===== config.mk =====
export PLATFORM = sky130hd
export DESIGN_NAME = pshift_pwm
export DESIGN_NICKNAME = d
export VERILOG_FILES = /design/src/rtl/pshift_pkg.sv /design/src/rtl/pshift_cnt.sv /design/src/rtl/pshift_tick_conv.sv /design/src/rtl/pshift_chan.sv /design/src/rtl/pshift_pwm.sv
export SDC_FILE = /design/constraint.sdc
export NUM_CORES = 2
export LEC_CHECK = 0
export ABC_AREA = 0
export ABC_CLOCK_PERIOD_IN_PS = 3300
export BUFFER_PORTS_ARGS = -buffer_cell sky130_fd_sc_hd__buf_2
export CAP_MARGIN = 10
export CORE_UTILIZATION = 45
export CTS_CLUSTER_DIAMETER = 100
export CTS_CLUSTER_SIZE = 25
export DETAILED_ROUTE_END_ITERATION = 12
export PLACE_DENSITY = 0.71
export SLEW_MARGIN = 20
export SYNTH_ARGS = -nofsm -noshare
export SYNTH_HDL_FRONTEND = slang
export SYNTH_HIERARCHICAL = 1
export SYNTH_SLANG_ARGS = --single-unit

===== constraint.sdc =====
create_clock -name clk -period 3.3 [get_ports clk]
set_input_delay 0 -clock clk [delete_from_list [all_inputs] [get_ports clk]]
set_output_delay 0 -clock clk [all_outputs]
set_load 0.01 [all_outputs]

===== src/rtl/pshift_pkg.sv =====
package pshift_pkg;
   localparam int unsigned NRM_W     = 16;
   localparam int unsigned NRM_SHIFT = 15;
   localparam logic [NRM_W-1:0] NRM_FULL = 16'h8000;

   typedef enum logic {
      CNT_UP   = 1'b0,
      CNT_DOWN = 1'b1
   } cnt_dir_e;
endpackage


===== src/rtl/pshift_cnt.sv =====
module pshift_cnt
   import pshift_pkg::*;
#(
   parameter int unsigned CW = 16
)(
   input  logic          clk,
   input  logic          rst_n,
   input  logic [CW-1:0] period_i,
   input  logic          updown_i,
   output logic [CW-1:0] cnt_o,
   output logic          load_o
);
   cnt_dir_e      dir_q;
   logic [CW-1:0] cnt_q;
   logic          top_hit;
   logic          turn_ok;
   logic          bot_hit;

   always_comb begin
      top_hit = (dir_q == CNT_UP) && (cnt_q >= period_i);
      turn_ok = updown_i && (period_i > CW'(1));
      bot_hit = (dir_q == CNT_DOWN) && (cnt_q <= CW'(1));
      // next count returns to zero
      load_o  = (top_hit && !turn_ok) || bot_hit;
   end

   always_ff @(posedge clk or negedge rst_n) begin
      if (!rst_n) begin
         cnt_q <= '0;
         dir_q <= CNT_UP;
      end else if (top_hit) begin
         if (turn_ok) begin
            cnt_q <= period_i - CW'(1);
            dir_q <= CNT_DOWN;
         end else begin
            cnt_q <= '0;
         end
      end else if (bot_hit) begin
         cnt_q <= '0;
         dir_q <= CNT_UP;
      end else if (dir_q == CNT_UP) begin
         cnt_q <= cnt_q + CW'(1);
      end else begin
         cnt_q <= cnt_q - CW'(1);
      end
   end

   assign cnt_o = cnt_q;
endmodule


===== src/rtl/pshift_tick_conv.sv =====
module pshift_tick_conv
   import pshift_pkg::*;
#(
   parameter int unsigned CW = 16,
   localparam int unsigned TW = CW + 1
)(
   input  logic [CW-1:0]    period_i,
   input  logic             updown_i,
   input  logic             combine_i,
   input  logic [NRM_W-1:0] first_i,
   input  logic [NRM_W-1:0] second_i,
   output logic [TW-1:0]    first_t_o,
   output logic [TW-1:0]    second_t_o,
   output logic             bad_o
);
   localparam int unsigned PW = CW + NRM_W;

   logic [PW-1:0] prod_a;
   logic [PW-1:0] prod_b;
   logic [TW-1:0] tick_a;
   logic [TW-1:0] tick_b;
   logic [TW-1:0] tick_a_adj;

   always_comb begin
      prod_a = PW'(period_i) * PW'(first_i);
      prod_b = PW'(period_i) * PW'(second_i);
      tick_a = prod_a[NRM_SHIFT +: TW];
      tick_b = prod_b[NRM_SHIFT +: TW];
      // full-scale first edge lands one past the period: constant high
      tick_a_adj = (first_i == NRM_FULL) ? tick_a + TW'(1) : tick_a;
      // single-compare triangle mode halves the compare value
      first_t_o  = (!combine_i && updown_i) ? (tick_a_adj >> 1) : tick_a_adj;
      second_t_o = tick_b;
      bad_o      = (first_i > NRM_FULL) || (second_i > NRM_FULL);
   end
endmodule


===== src/rtl/pshift_chan.sv =====
module pshift_chan #(
   parameter int unsigned CW    = 16,
   parameter int unsigned DTW   = 6,
   parameter bit          DT_EN = 1'b1,
   localparam int unsigned TW = CW + 1
)(
   input  logic           clk,
   input  logic           rst_n,
   input  logic [CW-1:0]  cnt_i,
   input  logic           combine_i,
   input  logic           load_i,
   input  logic           wr_i,
   input  logic           now_i,
   input  logic [TW-1:0]  first_t_i,
   input  logic [TW-1:0]  second_t_i,
   input  logic [DTW-1:0] dtime_i,
   output logic           hi_o,
   output logic           lo_o
);
   logic [TW-1:0] buf_a_q;
   logic [TW-1:0] buf_b_q;
   logic [TW-1:0] act_a_q;
   logic [TW-1:0] act_b_q;
   logic [TW-1:0] cnt_ext;
   logic          raw_d;
   logic          raw_q;
   logic          armed_q;

   // shadow and active compare pair
   always_ff @(posedge clk or negedge rst_n) begin
      if (!rst_n) begin
         buf_a_q <= '0;
         buf_b_q <= '0;
         act_a_q <= '0;
         act_b_q <= '0;
      end else begin
         if (wr_i) begin
            buf_a_q <= first_t_i;
            buf_b_q <= second_t_i;
         end
         if (wr_i && now_i) begin
            act_a_q <= first_t_i;
            act_b_q <= second_t_i;
         end else if (load_i) begin
            act_a_q <= buf_a_q;
            act_b_q <= buf_b_q;
         end
      end
   end

   always_comb begin
      cnt_ext = TW'(cnt_i);
      if (combine_i) raw_d = (cnt_ext >= act_a_q) && (cnt_ext < act_b_q);
      else           raw_d = (cnt_ext < act_a_q);
   end

   always_ff @(posedge clk or negedge rst_n) begin
      if (!rst_n) begin
         raw_q   <= 1'b0;
         armed_q <= 1'b0;
      end else begin
         raw_q   <= raw_d;
         armed_q <= 1'b1;
      end
   end

   generate
      if (DT_EN) begin : g_dt
         localparam logic [DTW-1:0] RUN_MAX = '1;
         logic [DTW-1:0] run_hi_q;
         logic [DTW-1:0] run_lo_q;

         always_ff @(posedge clk or negedge rst_n) begin
            if (!rst_n) begin
               run_hi_q <= '0;
               run_lo_q <= '0;
            end else begin
               if (raw_d && raw_q)
                  run_hi_q <= (run_hi_q == RUN_MAX) ? run_hi_q : run_hi_q + DTW'(1);
               else
                  run_hi_q <= '0;
               if (!raw_d && !raw_q)
                  run_lo_q <= (run_lo_q == RUN_MAX) ? run_lo_q : run_lo_q + DTW'(1);
               else
                  run_lo_q <= '0;
            end
         end

         assign hi_o = raw_q && (run_hi_q >= dtime_i);
         assign lo_o = armed_q && !raw_q && (run_lo_q >= dtime_i);
      end else begin : g_nodt
         logic unused_dt;
         assign unused_dt = ^dtime_i;
         assign hi_o = raw_q;
         assign lo_o = armed_q && !raw_q;
      end
   endgenerate
endmodule


===== src/rtl/pshift_pwm.sv =====
module pshift_pwm
   import pshift_pkg::*;
#(
   parameter int unsigned NPAIR = 3,
   parameter int unsigned CW    = 16,
   parameter int unsigned DTW   = 6,
   parameter bit          DT_EN = 1'b1,
   localparam int unsigned SELW = (NPAIR > 1) ? $clog2(NPAIR) : 1,
   localparam int unsigned TW   = CW + 1
)(
   input  logic               clk,
   input  logic               rst_n,
   input  logic [CW-1:0]      period_i,
   input  logic               updown_i,
   input  logic               sync_i,
   input  logic [NPAIR-1:0]   comb_i,
   input  logic [NPAIR*DTW-1:0] dtime_i,
   input  logic               req_v_i,
   input  logic [SELW-1:0]    req_pair_i,
   input  logic [NRM_W-1:0]   req_first_i,
   input  logic [NRM_W-1:0]   req_second_i,
   input  logic               req_now_i,
   output logic               err_o,
   output logic [CW-1:0]      cnt_o,
   output logic [NPAIR-1:0]   pwm_hi_o,
   output logic [NPAIR-1:0]   pwm_lo_o
);
   generate
      if (NPAIR < 1 || NPAIR > 16) begin : g_bad_npair
         $error("pshift_pwm: NPAIR must lie in 1..16");
      end
      if (CW < 2 || CW > 24) begin : g_bad_cw
         $error("pshift_pwm: CW must lie in 2..24");
      end
      if (DTW < 1 || DTW > 16) begin : g_bad_dtw
         $error("pshift_pwm: DTW must lie in 1..16");
      end
   endgenerate

   logic          ld_pt;
   logic          load_all;
   logic          pair_ok;
   logic          comb_sel;
   logic          req_bad;
   logic          err_q;
   logic [TW-1:0] first_t;
   logic [TW-1:0] second_t;

   pshift_cnt #(.CW(CW)) u_cnt (
      .clk      (clk),
      .rst_n    (rst_n),
      .period_i (period_i),
      .updown_i (updown_i),
      .cnt_o    (cnt_o),
      .load_o   (ld_pt)
   );

   always_comb begin
      pair_ok  = 32'(req_pair_i) < NPAIR;
      comb_sel = pair_ok ? comb_i[req_pair_i] : 1'b0;
      load_all = ld_pt || sync_i;
   end

   pshift_tick_conv #(.CW(CW)) u_conv (
      .period_i   (period_i),
      .updown_i   (updown_i),
      .combine_i  (comb_sel),
      .first_i    (req_first_i),
      .second_i   (req_second_i),
      .first_t_o  (first_t),
      .second_t_o (second_t),
      .bad_o      (req_bad)
   );

   always_ff @(posedge clk or negedge rst_n) begin
      if (!rst_n) err_q <= 1'b0;
      else        err_q <= req_v_i && req_bad;
   end
   assign err_o = err_q;

   generate
      for (genvar k = 0; k < NPAIR; k++) begin : g_pair
         logic wr_k;
         assign wr_k = req_v_i && !req_bad && pair_ok && (req_pair_i == SELW'(k));

         pshift_chan #(.CW(CW), .DTW(DTW), .DT_EN(DT_EN)) u_chan (
            .clk        (clk),
            .rst_n      (rst_n),
            .cnt_i      (cnt_o),
            .combine_i  (comb_i[k]),
            .load_i     (load_all),
            .wr_i       (wr_k),
            .now_i      (req_now_i),
            .first_t_i  (first_t),
            .second_t_i (second_t),
            .dtime_i    (dtime_i[k*DTW +: DTW]),
            .hi_o       (pwm_hi_o[k]),
            .lo_o       (pwm_lo_o[k])
         );
      end
   endgenerate
endmodule


Word-level counts from Yosys, hierarchy flattened

Index checks and enable logic that the tools add are counted.

Logic and storage cells: 165
Output and inout port bits: 23
Input bits: 77
Bits in registers: 262

Equality and inequality tests: 16
Magnitude comparators: 22
Mux-type cells: 39
Multipliers: 2
Reduce and logical (&&, ||, !) cells: 50
Bitwise gates (word level): 1
Add/subtract/negate cells: 10

Operators by type and width:

| kind                  | count |
|---|---|
| $mux 17               | 14 |
| $lt 16x17->1          | 6 |
| $mux 6                | 12 |
| $mul 16x16->32        | 2 |
| $mux 16               | 4 |
| $ge 16x17->1          | 3 |
| $add 6x1->6 const B   | 6 |
| $eq 6x6->1 const B    | 6 |
| $ge 6x6->1            | 6 |
| $gt 16x16->1 const B  | 2 |
| $logic_and 1x1->1     | 32 |
| $sub 16x1->16 const B | 2 |
| $add 17x1->17 const B | 1 |
| $add 16x1->16 const B | 1 |
| $eq 16x16->1 const B  | 1 |
| $ge 16x16->1          | 1 |
| $gt 16x1->1 const B   | 1 |
| $le 16x1->1 const B   | 1 |
| $ne 2x2->1 const B    | 7 |
| $logic_not 1->1       | 9 |
| $mux 1                | 8 |
| $reduce_bool 2->1     | 4 |
| $logic_or 1x1->1      | 3 |
| $lt 2x3->1 const B    | 1 |
| 7 further kinds       | 7 |

Depth between registers and ports, before layout

Word-level depth: 8
Gate-level depth with buffers: 29
Mapped depth without buffers: 26

Hierarchy

The synthesis kept the hierarchy.

By module, submodules not included:

| module           | cells each | area each (um2) | seq. area each (um2) | times used |
|---|---|---|---|---|
| pshift_tick_conv | 2023       | 17204.0         | 0.0                  | 1 |
| pshift_chan      | 428        | 4578.1          | 2052.0               | 3 |
| pshift_cnt       | 208        | 1751.7          | 425.4                | 1 |
| pshift_pwm       | 9          | 93.8            | 25.0                 | 1 |

Least setup slack after synthesis

OpenSTA, ideal clock, no wires.

Path kind: input-to-reg
Start: input port req_first_i[7]
End: register g_pair[0].u_chan.buf_a_q[13]
Setup slack: -3.543 ns
Library setup time: 0.067 ns
Stages: 27
Buffers on the path: 3
Data arrival time: 6.776 ns
Cells stage by stage: clkbuf_1 clkbuf_1 nand2_1 fa_1 inv_1 fa_1 inv_1 fa_1 inv_1 fa_1 fa_1 inv_1 fa_1 inv_1 ha_1 buf_2 a21oi_2 o21ai_1 or2_1 or3_1 a2111o_1 nand2_1 xor2_1 nor3_1 or2_1 a211oi_1 mux2_2

Elaborated cells between the ends (all ways): 11

RTL lines:

| what                  | RTL line               | text |
|---|---|---|
| from (decl)           | pshift_pwm.sv:20       | `input logic [NRM_W-1:0] req_first_i,` |
| $mul 16x16->32        | pshift_tick_conv.sv:25 | `prod_a = PW'(period_i) * PW'(first_i);` |
| $add 17x1->17         | pshift_tick_conv.sv:30 | `tick_a_adj = (first_i == NRM_FULL) ? tick_a + TW'(1) : tick_a;` |
| $mux 17 (*)           | pshift_tick_conv.sv:30 |  |
| $mux 17 (*)           | pshift_tick_conv.sv:32 | `first_t_o = (!combine_i && updown_i) ? (tick_a_adj >> 1) : tick_a_adj;` |
| named net first_t[13] | pshift_pwm.sv:46       | `logic [TW-1:0] first_t;` |
| to (signal assigned)  | pshift_chan.sv:38      | `buf_a_q <= first_t_i;` |
| to (decl)             | pshift_chan.sv:20      | `logic [TW-1:0] buf_a_q;` |

Mark *: on every way through the listed nets, which the timed path passes. The rest lies on a longest branch.
A chain may end at the register's enable or synchronous reset.

Final worst setup path

Start: input port period_i[9]
End: register g_pair[2].u_chan.buf_a_q[14]

Longest elaborated chain between the ends: 4

RTL lines:

| what                  | RTL line               | text |
|---|---|---|
| from (decl)           | pshift_pwm.sv:13       | `input logic [CW-1:0] period_i,` |
| $mul 16x16->32 (*)    | pshift_tick_conv.sv:25 |  |
| $add 17x1->17         | pshift_tick_conv.sv:30 |  |
| $mux 17 (*)           | pshift_tick_conv.sv:30 |  |
| $mux 17 (*)           | pshift_tick_conv.sv:32 |  |
| named net first_t[14] | pshift_pwm.sv:46       |  |
| to (signal assigned)  | pshift_chan.sv:38      |  |
| to (decl)             | pshift_chan.sv:20      |  |

Marked as above.

==> flow_summary.ini <==
[outcome]
outcome = finished, violations left
violations = setup timing

[setup_path]
cp_top_family = adder cells
slowest_delay_ns = 0.54
crit_type = input pin to flop
crit_top_cell = fa_1
crit_required_ns = 3.69
cp-start-kind = input pin
cp_cell_sequence = buf_8 -> and2_4 -> fa_1 -> inv_2 -> fa_1 -> fa_1 -> inv_1 -> fa_1 -> fa_1 -> inv_1 -> fa_1 -> inv_1 -> ha_4 -> a21oi_4 -> o21ai_2 -> a41o_1 -> or3_4 -> a2111o_1 -> a31oi_4 -> xor2_4 -> mux2i_1 -> a211oi_2 -> a21oi_4 -> mux2_4
path_max_fanout = 12
path_buf_inv = 5
cp-end-kind = flop
slowest_stage = fa_1
crit_arrival_ns = 6.45

[timing]
fin_crit_ns = 6.06
finalHoldWorstSlack_ns = 0.0130
tns_ns = -460.07
slew_viol_final = 0
setup_violations = 204
worst_slew_pin_slew_ns = 1.03
hold_viol_final = 0
rsz0062_at_grt = true
finalCritPeriodShare_pct = 184
max_clock_freq_mhz = 165
layout_setup_ws_ns = -2.76
skew_ns = 0.0217
slew_headroom_pct = 30.7

[grt]
grt_pass1_wl_um = 141000
grt_pass1_vias = 26800
grt_max_degree = 84
antenna_found_initial = 1
track_usage_pct = 23.5
overflow = 0

[placed_design]
gp_congestion = 0.883
dpl_cell_area_mm2 = 0.0375
dp_hpwl_um = 66000
io_buffers = 99

[route]
vias_per_cell = 5.33
dr.pass1.iters = 5
wl_per_cell_um = 17.9
drc = 0
drtIter0Drc = 1577
ant_nets = 0
dr_total_vias = 25600
routed_wirelength_um = 85800

[synth]
post_synth.cell_area_avg_um2 = 9.30
synth-edff-count = 0
syn_area_mm2 = 0.0328
synth_flop_cell = dfrtp_1
synth.yosys.warnings = 6
synthCells = 3524
async_reset_ff_share_pct = 100
yosysSeqAreaShare_pct = 20.2
synth_seq_cells = 264
synth_fp_nets = 4346
synth_cell_types = 91

[clock_tree]
cts_buffer_depth = 3
path_clk_slew_ns = 0.09
worst_skew_pair.late_latency_ns = 0.51
cts_tree = done
root_buffer = clkbuf_16
cts-htree-levels = 1
clock_sinks = 264
numCtsBuffers = 15

[die]
die_h_um = 272
dieWidth_um = 272
start_util_pct = 45.7
dieArea_mm2 = 0.0739
io-pin-count = 100
rows = 98
coreArea_mm2 = 0.0717

[final_layout]
regArea_mm2 = 0.00661
n_antenna_cell = 0
fin_util_pct = 55.2
most-common-layout-cells = 573 x inv_1, 444 x nand2_1, 371 x fa_1, 338 x ha_1, 311 x buf_4
drive_gt1_share_pct = 23.4
finalInstanceArea_mm2 = 0.0396
final_nets = 4675
multi_input_area_mm2 = 0.0251
fillers = 6126
syn_to_final_growth_pct = 20.9
final_common_cell = inv_1

[min_path]
hp-class = input pin to flop

[run]
cap_viol_max_count = 0
[cell usage after synthesis (16+ instances only)]
master,number,area [um2]
o21ai_0,164,821
nand3_1,48,240
mux2i_1,116,1160
xnor2_1,48,420
fa_1,386,7730
mux2_2,105,1180
o22ai_1,20,125
clkbuf_1,125,469
o21a_1,18,135
nor2_1,44,165
dfrtp_1,264,6610
ha_1,359,4490
and3_1,29,181
nor3_1,36,180
nor4_1,17,106
nand4_1,31,194
inv_1,591,2220
a21oi_1,81,405
a21o_1,35,263
nor2b_1,16,100
and2_1,218,1360
nand2_1,479,1800
buf_1,16,60.1
xor2_1,34,298
[path summary, 6_finish.rpt]
check / start / to / slack [ns] / cells past startpoint
max: period_i[9] / g_pair[2].u_chan/buf_a_q[14] / -2.76 / 24
max in group asynchronous: rst_n / g_pair[1].u_chan/buf_a_q[8] / 2.33 / 3
min reg2reg: g_pair[0].u_chan/buf_a_q[0] / g_pair[0].u_chan/buf_a_q[0] / 0.51 / 1
min in group asynchronous: rst_n / g_pair[0].u_chan/armed_q / 0.04 / 2
max reg2reg: u_cnt/cnt_o[0] / g_pair[2].u_chan/act_a_q[6] / 0.22 / 12
min: period_i[0] / u_cnt/cnt_o[0] / 0.01 / 3
[through the flow]
| step | instances | setup slack (ns) |
|---|---|---|
| final | 4804 | -2.76 |
| after global routing | 4804 | -3.02 |
| after CTS | 4783 | -2.67 |
| after detailed placement | 4750 | -3.57 |
| after global placement | 4750 | -3.49 |
| after floorplan | 3524 | -3.08 |
[layout make-up]
class	count	area share (%)
Timing Repair Buffer	475	10.4
Sequential cell	264	16.7
Multi-Input combinational cell	2506	63.3
Inverter	591	5.60
Tap cell	950	3.00
Clock buffer	15	0.947
Clock inverter	3	0.126
[cell families (layout without fill, tap and decap cells)]
logic type,after synthesis,count (layout),share of synthesized area (%)
xor+xnor,84,84,2.29
flops,264,264,20.2
compound gates,434,434,8.54
mux,221,221,7.15
fa+ha+maj,745,745,37.3
other cells,3,3,0.0343
simple gates,1019,1019,15.7
buf+inv,754,1084,8.88
[worst register-to-register path: cells and delay by family, from the launching register on]
kind	cells	cell delay [ns]
AO/OA/AOI/OAI	4	1.11
buffers and inverters	3	0.48
AND/OR/NAND/NOR	3	0.57
flip-flops	1	0.39
adder cells (fa/ha/maj)	1	0.23
multiplexers	1	0.19
[metal layers]
| metal | track usage, % | wire length (um) |
|---|---|---|
| met5 | 0 | 0 |
| met4 | 7.20 | 2680 |
| met3 | 2.35 | 3580 |
| met2 | 40.6 | 42100 |
| met1 | 31.1 | 37500 |
[state kept, by name, indices dropped and copies added, names as in the netlist, 16 cells and up]
signal / count
g_pair.u_chan/act_b_q: 51
g_pair.u_chan/g_dt.run_hi_q: 18
g_pair.u_chan/g_dt.run_lo_q: 18
g_pair.u_chan/act_a_q: 51
g_pair.u_chan/buf_b_q: 51
u_cnt/cnt_o: 16
g_pair.u_chan/buf_a_q: 51
[timing repair]
action	in CTS	in global routing
hold buffers	2	0
resized for setup	206	129
endpoints found under the hold margin	76	0
gates cloned	1	2
endpoints found under the setup margin	204	204
setup buffers	18	25
pin swaps	59	83
Power is not shown: default switching activity piles up to over one toggle a cycle in this logic, so the estimate is an artifact.
